<file path="config.mk">
export PLATFORM = sky130hd
export DESIGN_NAME = pt_xlate
export DESIGN_NICKNAME = d
export VERILOG_FILES = /design/src/rtl/pt_pkg.sv /design/src/rtl/pt_ctx_regs.sv /design/src/rtl/pt_bound_chk.sv /design/src/rtl/pt_pte_eval.sv /design/src/rtl/pt_xlate.sv
export SDC_FILE = /design/constraint.sdc
export NUM_CORES = 1
export LEC_CHECK = 0
export BUFFER_PORTS_ARGS = -buffer_cell sky130_fd_sc_hd__buf_2
export CAP_MARGIN = 5
export CORE_ASPECT_RATIO = 0.75
export CORE_MARGIN = 1
export CORE_UTILIZATION = 50
export CTS_BUF_LIST = sky130_fd_sc_hd__clkbuf_8
export DETAILED_ROUTE_END_ITERATION = 16
export PLACE_DENSITY = 0.77
export RECOVER_POWER = 25
export SYNTH_ARGS = -nofsm -noshare
export SYNTH_HDL_FRONTEND = slang
export SYNTH_SLANG_ARGS = --single-unit
</file>
<file path="constraint.sdc">
create_clock -name clk_i -period 8.5 [get_ports clk_i]
set_clock_uncertainty 0.05 [all_clocks]
set_input_delay 1.275 -clock clk_i [delete_from_list [all_inputs] [get_ports clk_i]]
set_output_delay 1.275 -clock clk_i [all_outputs]
set_load 0.1 [all_outputs]
</file>
<file path="src/rtl/pt_pkg.sv">
package pt_pkg;
  localparam int VA_W_DEF  = 32;
  localparam int OFF_W_DEF = 10;
  localparam int PTE_V_BIT = 0;
  localparam int PTE_R_BIT = 1;
  localparam int PTE_W_BIT = 2;

  typedef enum logic [1:0] {
    FLT_OK      = 2'b00,
    FLT_BOUND   = 2'b01,
    FLT_INVALID = 2'b10,
    FLT_PERM    = 2'b11
  } fault_e;

  typedef enum logic [1:0] {
    ST_IDLE,
    ST_FETCH,
    ST_RESP
  } state_e;
endpackage

</file>
<file path="src/rtl/pt_ctx_regs.sv">
module pt_ctx_regs #(
  parameter int VA_W   = 32,
  parameter int SIZE_W = 23
) (
  input  logic              clk_i,
  input  logic              rst_ni,
  input  logic              we_i,
  input  logic [VA_W-1:0]   base_i,
  input  logic [SIZE_W-1:0] size_i,
  output logic [VA_W-1:0]   base_o,
  output logic [SIZE_W-1:0] size_o
);
  always_ff @(posedge clk_i or negedge rst_ni) begin
    if (!rst_ni) begin
      base_o <= '0;
      size_o <= '0;
    end else if (we_i) begin
      base_o <= base_i;
      size_o <= size_i;
    end
  end

  AST_CTX_LOAD: assert property (@(posedge clk_i) disable iff (!rst_ni)
    we_i |=> (base_o == $past(base_i) && size_o == $past(size_i)));
endmodule

</file>
<file path="src/rtl/pt_bound_chk.sv">
module pt_bound_chk #(
  parameter int VA_W   = 32,
  parameter int OFF_W  = 10,
  parameter int SIZE_W = 23
) (
  input  logic [VA_W-1:0]   vaddr_i,
  input  logic [VA_W-1:0]   base_i,
  input  logic [SIZE_W-1:0] size_i,
  output logic              in_range_o,
  output logic [VA_W-1:0]   pte_addr_o
);
  localparam int VPN_W = VA_W - OFF_W;

  logic [VPN_W-1:0] vpn;
  logic [VA_W-1:0]  idx_bytes;

  assign vpn        = vaddr_i[VA_W-1:OFF_W];
  assign idx_bytes  = {{(OFF_W-2){1'b0}}, vpn, 2'b00};
  assign in_range_o = {1'b0, vpn} < size_i;
  assign pte_addr_o = base_i + idx_bytes;
endmodule

</file>
<file path="src/rtl/pt_pte_eval.sv">
module pt_pte_eval
  import pt_pkg::*;
#(
  parameter int VA_W  = 32,
  parameter int OFF_W = 10
) (
  input  logic [VA_W-1:0]  pte_i,
  input  logic [OFF_W-1:0] off_i,
  input  logic             is_write_i,
  output fault_e           fault_o,
  output logic [VA_W-1:0]  paddr_o
);
  logic need_ok;

  assign need_ok = is_write_i ? pte_i[PTE_W_BIT] : pte_i[PTE_R_BIT];

  always_comb begin
    fault_o = FLT_OK;
    paddr_o = '0;
    if (!pte_i[PTE_V_BIT])  fault_o = FLT_INVALID;
    else if (!need_ok)      fault_o = FLT_PERM;
    else                    paddr_o = {pte_i[VA_W-1:OFF_W], off_i};
  end
endmodule

</file>
<file path="src/rtl/pt_xlate.sv">
module pt_xlate
  import pt_pkg::*;
#(
  parameter int VA_W  = 32,
  parameter int OFF_W = 10
) (
  input  logic                    clk_i,
  input  logic                    rst_ni,
  input  logic                    ctx_we_i,
  input  logic [VA_W-1:0]         ctx_base_i,
  input  logic [VA_W-OFF_W:0]     ctx_size_i,
  input  logic                    req_valid_i,
  input  logic [VA_W-1:0]         req_vaddr_i,
  input  logic                    req_write_i,
  output logic                    busy_o,
  output logic                    mem_req_o,
  output logic [VA_W-1:0]         mem_addr_o,
  input  logic                    mem_ack_i,
  input  logic [VA_W-1:0]         mem_rdata_i,
  output logic                    rsp_valid_o,
  output logic [VA_W-1:0]         rsp_paddr_o,
  output logic [1:0]              rsp_fault_o
);
  localparam int SIZE_W = VA_W - OFF_W + 1;

  logic [VA_W-1:0]   base_q;
  logic [SIZE_W-1:0] size_q;
  logic              in_range;
  logic [VA_W-1:0]   pte_addr;
  fault_e            eval_fault;
  logic [VA_W-1:0]   eval_paddr;

  state_e            state_q;
  logic [OFF_W-1:0]  off_q;
  logic              write_q;
  logic [VA_W-1:0]   addr_q;
  fault_e            fault_q;
  logic [VA_W-1:0]   paddr_q;
  logic              accept;

  pt_ctx_regs #(.VA_W(VA_W), .SIZE_W(SIZE_W)) u_ctx (
    .clk_i  (clk_i),
    .rst_ni (rst_ni),
    .we_i   (ctx_we_i),
    .base_i (ctx_base_i),
    .size_i (ctx_size_i),
    .base_o (base_q),
    .size_o (size_q)
  );

  pt_bound_chk #(.VA_W(VA_W), .OFF_W(OFF_W), .SIZE_W(SIZE_W)) u_bound (
    .vaddr_i    (req_vaddr_i),
    .base_i     (base_q),
    .size_i     (size_q),
    .in_range_o (in_range),
    .pte_addr_o (pte_addr)
  );

  pt_pte_eval #(.VA_W(VA_W), .OFF_W(OFF_W)) u_eval (
    .pte_i      (mem_rdata_i),
    .off_i      (off_q),
    .is_write_i (write_q),
    .fault_o    (eval_fault),
    .paddr_o    (eval_paddr)
  );

  assign accept = req_valid_i && (state_q == ST_IDLE);

  always_ff @(posedge clk_i or negedge rst_ni) begin
    if (!rst_ni) begin
      state_q <= ST_IDLE;
      off_q   <= '0;
      write_q <= 1'b0;
      addr_q  <= '0;
      fault_q <= FLT_OK;
      paddr_q <= '0;
    end else begin
      unique case (state_q)
        ST_IDLE: if (accept) begin
          off_q   <= req_vaddr_i[OFF_W-1:0];
          write_q <= req_write_i;
          addr_q  <= pte_addr;
          if (in_range) begin
            state_q <= ST_FETCH;
          end else begin
            fault_q <= FLT_BOUND;
            paddr_q <= '0;
            state_q <= ST_RESP;
          end
        end
        ST_FETCH: if (mem_ack_i) begin
          fault_q <= eval_fault;
          paddr_q <= eval_paddr;
          state_q <= ST_RESP;
        end
        ST_RESP: state_q <= ST_IDLE;
        default: state_q <= ST_IDLE;
      endcase
    end
  end

  assign busy_o      = state_q != ST_IDLE;
  assign mem_req_o   = state_q == ST_FETCH;
  assign mem_addr_o  = addr_q;
  assign rsp_valid_o = state_q == ST_RESP;
  assign rsp_paddr_o = paddr_q;
  assign rsp_fault_o = fault_q;

  AST_BUSY_HOLD: assert property (@(posedge clk_i) disable iff (!rst_ni)
    (busy_o && !rsp_valid_o) |=> busy_o);
  AST_BOUND_NO_READ: assert property (@(posedge clk_i) disable iff (!rst_ni)
    (req_valid_i && !busy_o && !in_range) |=>
      (rsp_valid_o && !mem_req_o && rsp_fault_o == FLT_BOUND));
  AST_REQ_HOLD: assert property (@(posedge clk_i) disable iff (!rst_ni)
    (mem_req_o && !mem_ack_i) |=> (mem_req_o && $stable(mem_addr_o)));
  AST_OFFSET_KEPT: assert property (@(posedge clk_i) disable iff (!rst_ni)
    (rsp_valid_o && rsp_fault_o == FLT_OK) |-> rsp_paddr_o[OFF_W-1:0] == off_q);
  AST_ACK_TO_RSP: assert property (@(posedge clk_i) disable iff (!rst_ni)
    (mem_req_o && mem_ack_i) |=> rsp_valid_o);
  AST_RSP_PULSE: assert property (@(posedge clk_i) disable iff (!rst_ni)
    rsp_valid_o |=> !rsp_valid_o);
  AST_FAULT_ZERO_PA: assert property (@(posedge clk_i) disable iff (!rst_ni)
    (rsp_valid_o && rsp_fault_o != FLT_OK) |-> rsp_paddr_o == '0);
endmodule

</file>
* After elaboration in Yosys (flattened, before gate mapping) *
Cells that the tools add are included.
W data, S select, Z words.

cells by class
  add/subtract/negate cells = 1
  $mul = 0
  div/mod/pow operators = 0
  $lt $le $gt $ge = 1
  eq/ne operators = 5
  shift-type cells = 0
  muxes and demuxes = 17
  bitwise operators = 0
  reduce and logical (&&, ||, !) cells = 7

operator list
  operator              count
  $mux W32              5
  $pmux W32 S2          1
  $add A32 B24 Y32      1
  $lt A22 B23 Y1        1
  $mux W2               8
  $pmux W2 S2           2
  $ne A2 B2 Y1 const B  2
  $reduce_and A2 Y1     2
  $reduce_and A4 Y1     1
  $reduce_bool A2 Y1    2
  $eq A2 B1 Y1 const B  1
  $eq A2 B2 Y1 const B  1
  $logic_not A2 Y1      1
  $ne A2 B1 Y1 const B  1
  $logic_and A1 B1 Y1   1
  $mux W1               1

storage, ports and cells
  flip-flop bits (word level) = 134
  latch bits = 0
  RAM bits = 0
  bits in read-only memories = 0
  bits of input ports = 125
  output and inout bits = 69
  word-level logic and storage cells = 39
  memories = 0

* Depth between registers and ports, before layout *
Gate-level depths: netlist (run 1).

  depth in word-level cells = 5
  depth in mapped cells = 10
  gate-level depth less buffers = 9

* Hierarchy *
From an unflattened synthesis (run 1), not the netlist that was laid out.

unflattened totals
  cell total of the unflattened synthesis = 590
  area, all modules = 7362.1 µm²

modules (own cells, without submodules)
  module        instances  cells an instance  area an instance (µm²)  seq. area each (µm²)
  pt_xlate      1          180                2946.6                  1976.9
  pt_ctx_regs   1          116                2294.7                  1376.3
  pt_bound_chk  1          252                1844.3                  0.0
  pt_pte_eval   1          42                 276.5                   0.0

* Worst setup path before layout (run 1) *
OpenSTA, ideal clock, no wires.

  path kind = input to register
  start = input port req_vaddr_i[10]
  end = register addr_q[28], in the netlist mem_addr_o[28]
  setup time = 126 ps
  arrival time = 3455 ps
  required time = 8324 ps
  path slack = 4868 ps
  stages on the path = 9
  path buffers = 0
  cells stage by stage = ha_1 fa_1 a21o_1 a221oi_2 o21ai_2 a221o_1 o311ai_4 xnor2_1 mux2_4

on the way
  cells in the longest elaborated chain, start to end = 1

ends and longest elaborated chain
  what                  RTL line            source
  start, declared       pt_xlate.sv:13      input logic [VA_W-1:0] req_vaddr_i,
  $add A32 B24 Y32      pt_bound_chk.sv:20  assign pte_addr_o = base_i + idx_bytes;
  end signal, assigned  pt_xlate.sv:82      addr_q <= pte_addr;
  end, declared         pt_xlate.sv:36      logic [VA_W-1:0] addr_q;

No other way between the ends.
A chain may end at the register's enable or synchronous reset.

* Worst setup path in the final report (run 1) *
  start = input port ctx_we_i
  end = register u_ctx.base_o[26]

RTL lines
  what                  RTL line           source
  start, declared       pt_xlate.sv:9      input logic ctx_we_i,
  end signal, assigned  pt_ctx_regs.sv:18  base_o <= base_i;
  end, declared         pt_ctx_regs.sv:10  output logic [VA_W-1:0] base_o,

No word-level cell between the ends.

==> results of run 1 <==
## synth_stat cells (3+ instances only)
master	count
nor2_1	12
xnor2_1	15
nand3_1	6
clkbuf_1	26
and4_1	4
o21a_1	4
ha_1	43
nor2b_1	5
xor2_1	8
inv_1	36
a21oi_1	35
buf_1	5
mux2_2	33
a21o_1	13
a22o_1	32
dfrtp_1	134
nand2_1	116
and3_1	6
o21bai_1	7
and2_1	3
mux2i_1	3
o21ai_0	55
nand4_1	9
## layout by cell type, fill, tap and decap left out, drive strengths merged, types with 12 or more instances in the layout
master / instances
inv: 42
dfrtp: 134
a22o: 32
clkbuf: 21
buf: 186
xnor2: 15
nand2: 116
a21o: 13
ha: 43
a21oi: 35
mux2: 34
o21ai: 57
nor2: 12
## worst max-delay path, delay by kind of cell
kind | cells | cell delay (ns)
buffers and inverters | 2 | 2.49
multiplexers | 1 | 0.50
## state kept, by name (all words and copies together), names as in the netlist
name	flops
mem_addr_o	32
off_q	10
rsp_fault_o	2
rsp_paddr_o	32
state_q	2
u_ctx.base_o	32
u_ctx.size_o	23
write_q	1
## through the flow
step	hold slack, ns	setup WS (ns)
after global routing	0.4528	3.836
final	0.4261	4.483
after floorplan	0.3848	4.868
after CTS	0.4281	4.894
after global placement	0.4062	4.497
after detailed placement	0.4069	4.415
## layer usage
metal  track usage  share of wire  wire [um]  up-vias
met2        0.3709           0.47       7904      200
met3       0.07473          0.063       1075       38
met5             0              0          0        -
met4        0.1085          0.022        367        0
li1              -              -          -     2677
met1        0.3262           0.45       7592     2740
## power by group through the flow
stage | combinational (mW) | sequential (mW) | clock [mW]
global placement | 1.57 | 0.912 | 0
CTS | 1.59 | 0.913 | 0.597
detailed placement | 1.59 | 0.922 | 0
global route | 1.67 | 0.933 | 0.624
floorplan | 0.432 | 1.77 | 0
finish | 1.59 | 0.913 | 0.587
## final timing paths
| check | slack [ns] | endpoint | from | cells after the start |
|---|---|---|---|---|
| max | 4.48 | u_ctx.base_o[26] | ctx_we_i | 3 |
| min | 0.43 | mem_addr_o[1] | mem_addr_o[1] | 2 |
| max reg2reg | 5.43 | mem_addr_o[28] | u_ctx.base_o[2] | 9 |
| min reg2reg | 0.43 | mem_addr_o[1] | mem_addr_o[1] | 2 |
| max in group asynchronous | 4.57 | u_ctx.size_o[1] | rst_ni | 2 |
| min in group asynchronous | 1.64 | u_ctx.base_o[17] | rst_ni | 1 |
## cell families after synthesis
family,Yosys count,synth area share
compound gates,180,0.1819
simple gates,171,0.1119
flops,134,0.4948
buf+inv,68,0.03785
fa+ha+maj,44,0.08235
mux,37,0.06148
xor+xnor,23,0.02973
## cell type report
| class | count | area (um2) |
|---|---|---|
| diodes | 1 | 2.502 |
| inverters | 36 | 135.1 |
| repair buffers | 189 | 947.2 |
| multi-input cells | 455 | 3176 |
| flip-flops and latches | 134 | 3353 |
| well taps | 171 | 214.0 |
| clock buffers | 18 | 247.7 |
| clock inverters | 14 | 187.7 |
| fillers | 1047 | 4845 |
==> impl_metrics.py, run 1 <==
metrics = {
    "outcome": {
        "status": "complete, but fails checks",
        "violations": "max-capacitance violations, max-slew violations",
    },
    "layout": {
        "synthToLayoutAreaGrowth_pct": 21.93,
        "final_area_um2": 8263,
        "nets": 1002,
        "post-route-util": 0.6304,
        "stdcell_count": 1018,
        "drive_gt1_frac": 0.3144,
    },
    "die": {
        "die_area_um2": 14030,
        "ios": 194,
        "rows": 36,
        "start_util": 0.5170,
        "fp.coreArea_um2": 13110,
        "die_h_um": 102.8,
        "die_w_um": 136.4,
    },
    "clocking": {
        "cts_buffer_depth": 2,
        "numCtsBuffers": 17,
        "htree_levels": 4,
        "clk_pin_slew_ns": 0.08,
        "ctsResizeCount": 0,
        "cts_sinks": 134,
        "ctsRootBufferMaster": "clkbuf_8",
        "holdBufCountCts": 0,
        "clock_latency_ns": 0.46,
        "postCtsSetupBuffers": 0,
        "cts_tree": "yes",
    },
    "place": {
        "globalplace.congestion": 0.8751,
        "numPortBuffers": 186,
        "dp_cells": 985,
        "hpwlAfterDp_um": 12510,
        "placed_cell_area_um2": 7838,
    },
    "power_and_ir_drop": {
        "swShare": 0.5414,
        "power_frac_seq": 0.295,
        "clkPwrFrac": 0.190,
        "total_leakage_power_nw": 4.251,
        "intPower_mw": 1.418,
        "p_switching_mw": 1.674,
        "comb_power_share": 0.515,
        "power.density_nw_per_um2": 374.2,
        "ir_drop_mv": 0.3696,
        "p_total_mw": 3.092,
    },
    "drt": {
        "dr.pass1.iters": 4,
        "wire_per_inst_um": 16.64,
        "vias": 5655,
        "drc": 0,
        "ant_nets": 0,
        "wl_um": 16940,
        "avgViaCountPerCell": 5.555,
        "drt_iter0_markers": 402,
    },
    "worst_setup_path": {
        "startpoint_type": "input port",
        "cp-end-kind": "register",
        "critical_path_required_ns": 8.78,
        "path_max_fanout": 78,
        "criticalPathCategory": "in -> reg",
        "crit_chain": "buf_2 -> clkbuf_1 -> mux2_2",
        "cp_slowest_cell": "clkbuf_1",
        "worstPathArrival_ns": 4.30,
        "cpPeakStageDelay_ns": 2.42,
    },
    "logic_synthesis": {
        "syn_area_um2": 6776,
        "syn_inst": 657,
        "synthFlopType": "dfrtp_1",
        "ys_top_cells_by_area": "dfrtp_1 (49%), ha_1 (7.9%), nand2_1 (6.4%)",
        "synth-edff-count": 0,
        "synth.distinct_cells": 61,
        "synth_seq_cells": 134,
        "syn-num-nets": 826,
        "synth_top_cell_area_share": 0.4948,
        "async_flop_share": 1.000,
        "ys_seq_area_frac": 0.4948,
        "ys_warn_count": 0,
        "yosys.area.top_type": "dfrtp_1",
        "postSynthAreaPerCell_um2": 10.31,
    },
    "sta": {
        "rsz0062_at_grt": "no",
        "slew_headroom": -1.295,
        "finalSetupViolCount": 0,
        "slew_viol_final": 132,
        "worst_slew_pin_slew_ns": 3.442,
        "max_freq_mhz": 248.9,
        "timing.final.crit_share": 0.4726,
        "hold_viol_final": 0,
        "min_period_ns": 4.017,
        "setup_tns_ns": 0,
    },
    "global_routing": {
        "grt_max_degree": 84,
        "grt_overflow": 0,
        "antenna_found_initial": 0,
        "grt_pass1_wl_um": 26100,
        "track_usage": 0.2451,
        "grt_pass1_vias": 5433,
    },
    "flow_run": {
        "cap_violations": 2,
    },
    "worst_hold_path": {
        "hp-class": "reg -> reg",
    },
}
Note: power is estimated with default switching activity, not from simulation.
==> run 2: changes to the inputs <==
CORE_UTILIZATION = 49   (was 50)
PLACE_DENSITY = 0.79   (was 0.77)
clock period = 3.59 ns   (was 8.5 ns; I/O delays follow)
==> run 2 against run 1 <==
- the flow still finishes with violations (max-capacitance violations, max-slew violations)
- final area increased by 0.51%
- non-clock buffer count increased by 4
- count of clock-buffer cells in the layout decreased by 1
- critical path depth increased by 6
- combinational power increased by 140%
- register-to-register slack got worse by 4.7 ns
- clock power increased by 150%
- critical endpoint is now mem_addr_o[28]
- largest power group unchanged
- highest routed layer unchanged
==> impl_metrics.py, run 2 (synthesis results as in run 1) <==
metrics = {
    "global_routing": {
        "grtUsageMet3": 0.05923,
        "grt_max_degree": 114,
        "antenna_found_initial": 0,
        "track_usage": 0.2381,
        "grt_pass1_wl_um": 26520,
        "grt_use_met1": 0.3297,
        "grt_overflow": 0,
        "grt_pass1_vias": 5433,
        "met2_usage": 0.3686,
        "grt_busiest_layer": "met2",
    },
    "die": {
        "die_h_um": 103.8,
        "start_util": 0.5117,
        "die_w_um": 137.8,
        "die_area_um2": 14310,
        "rows": 36,
        "fp.coreArea_um2": 13240,
        "ios": 194,
    },
    "place": {
        "hpwlAfterDp_um": 11820,
        "numPortBuffers": 186,
        "globalplace.congestion": 0.9064,
        "dp_cells": 989,
    },
    "sta": {
        "slew_viol_final": 194,
        "timing.final.crit_share": 0.7986,
        "max_freq_mhz": 348.8,
        "rsz0062_at_grt": "no",
        "min_period_ns": 2.867,
        "finalSetupViolCount": 0,
        "setup_tns_ns": 0,
        "worst_slew_pin_slew_ns": 2.769,
        "hold_viol_final": 0,
        "slew_headroom": -0.8459,
    },
    "worst_setup_path": {
        "criticalPathCategory": "reg -> reg",
        "crit_path_end": "mem_addr_o[28]",
        "r2r-end": "mem_addr_o[28]",
        "cp-end-kind": "register",
        "startpoint_type": "register",
        "cpPeakStageDelay_ns": 0.42,
        "ff2ff_setup_slack_ns": 0.72,
        "worstSetupStartpoint": "u_ctx.base_o[2]",
        "cp_slowest_cell": "fa_1",
        "r2r_cells": 9,
        "critical_path_required_ns": 3.85,
        "crit_chain": "ha_1 -> fa_1 -> a21o_1 -> a221oi_2 -> o21ai_2 -> a221o_1 -> o311ai_4 -> xnor2_1 -> mux2_4",
        "timing.rr.start": "u_ctx.base_o[2]",
        "path_max_fanout": 4,
        "worstPathArrival_ns": 3.13,
    },
    "drt": {
        "dr.pass1.iters": 4,
        "drt_iter0_markers": 326,
        "ant_nets": 0,
        "vias": 5484,
        "drc": 0,
        "wire_per_inst_um": 15.86,
        "wl_um": 16190,
        "avgViaCountPerCell": 5.371,
    },
    "clocking": {
        "ctsRootBufferMaster": "clkbuf_8",
        "numCtsBuffers": 17,
        "cts_sinks": 134,
        "htree_levels": 4,
        "cts_tree": "yes",
        "holdBufCountCts": 0,
        "clock_latency_ns": 0.43,
        "postCtsSetupBuffers": 0,
        "ctsResizeCount": 0,
        "cts_buffer_depth": 2,
        "clk_pin_slew_ns": 0.09,
    },
    "layout": {
        "mostFrequentLayoutCell": "buf_2",
        "diodes": 0,
        "layout_common_cells": "buf_2 (184), dfrtp_1 (134), nand2_1 (115)",
        "fillers": 1109,
        "nets": 1006,
        "drive_gt1_frac": 0.3176,
        "synthToLayoutAreaGrowth_pct": 22.56,
        "stdcell_count": 1021,
        "post-route-util": 0.6272,
    },
    "worst_hold_path": {
        "holdPathStages": 3,
        "hp-class": "in -> reg",
    },
    "power_and_ir_drop": {
        "total_leakage_power_nw": 4.275,
        "power.density_nw_per_um2": 887.8,
        "ir_drop_mv": 0.8480,
    },
    "outcome": {
        "status": "complete, but fails checks",
        "violations": "max-capacitance violations, max-slew violations",
    },
    "flow_run": {
        "cap_violations": 3,
    },
}
[run 2: layout make-up]
class / count / area, um2 / area share
flip-flops and latches: 134 / 3353 / 0.4037
clock buffers: 17 / 234.0 / 0.02817
multi-input cells: 455 / 3176 / 0.3823
clock inverters: 15 / 219.0 / 0.02636
repair buffers: 193 / 974.7 / 0.1174
well taps: 171 / 214.0 / 0.02576
inverters: 36 / 135.1 / 0.01627
[run 2: power breakdown]
part | internal [mW] | switching, mW | total [mW] | leakage, nW
clock network | 0.779 | 0.661 | 1.44 | 0.222
logic | 0.712 | 3.07 | 3.78 | 2.38
registers | 1.92 | 0.232 | 2.15 | 1.67
total | 3.41 | 3.96 | 7.37 | 4.28
[run 2: critical path: cells and delay by family (launching register included)]
family                   cells  cell delay (ns)
AO/OA/AOI/OAI                5             1.34
adder cells (fa/ha/maj)      2             0.63
flip-flops                   1             0.39
multiplexers                 1             0.25
XOR/XNOR                     1             0.09
[run 2: worst min path at each step]
stage	startpoint	slack, ns	end
6_report	req_vaddr_i[4]	0.24	off_q[4]
3_3_place_gp	u_ctx.base_o[1]	0.40	mem_addr_o[1]
2_1_floorplan	rst_ni	0.19	mem_addr_o[0]
4_1_cts	req_vaddr_i[4]	0.21	off_q[4]
5_1_grt	req_write_i	0.24	write_q
3_5_place_dp	u_ctx.base_o[0]	0.40	mem_addr_o[0]
[run 2: stage by stage]
stage	cell area, um2	hold slack, ns	power, mW	setup WS, ns
2_1_floorplan	6777	0.1929	5.225	0.6476
3_3_place_gp	7868	0.3952	5.907	0.4906
3_5_place_dp	7868	0.3994	5.959	0.4647
4_1_cts	8320	0.2103	7.410	0.7396
5_1_grt	8305	0.2408	7.714	0.3885
6_report	8305	0.2354	7.374	0.7231
[run 2: per-layer routing]
metal	vias up	wire length (um)	share of wire
met5	-	0	0
met1	2618	7745	0.48
met3	20	831	0.051
met4	0	250	0.015
li1	2685	-	-
met2	161	7360	0.45
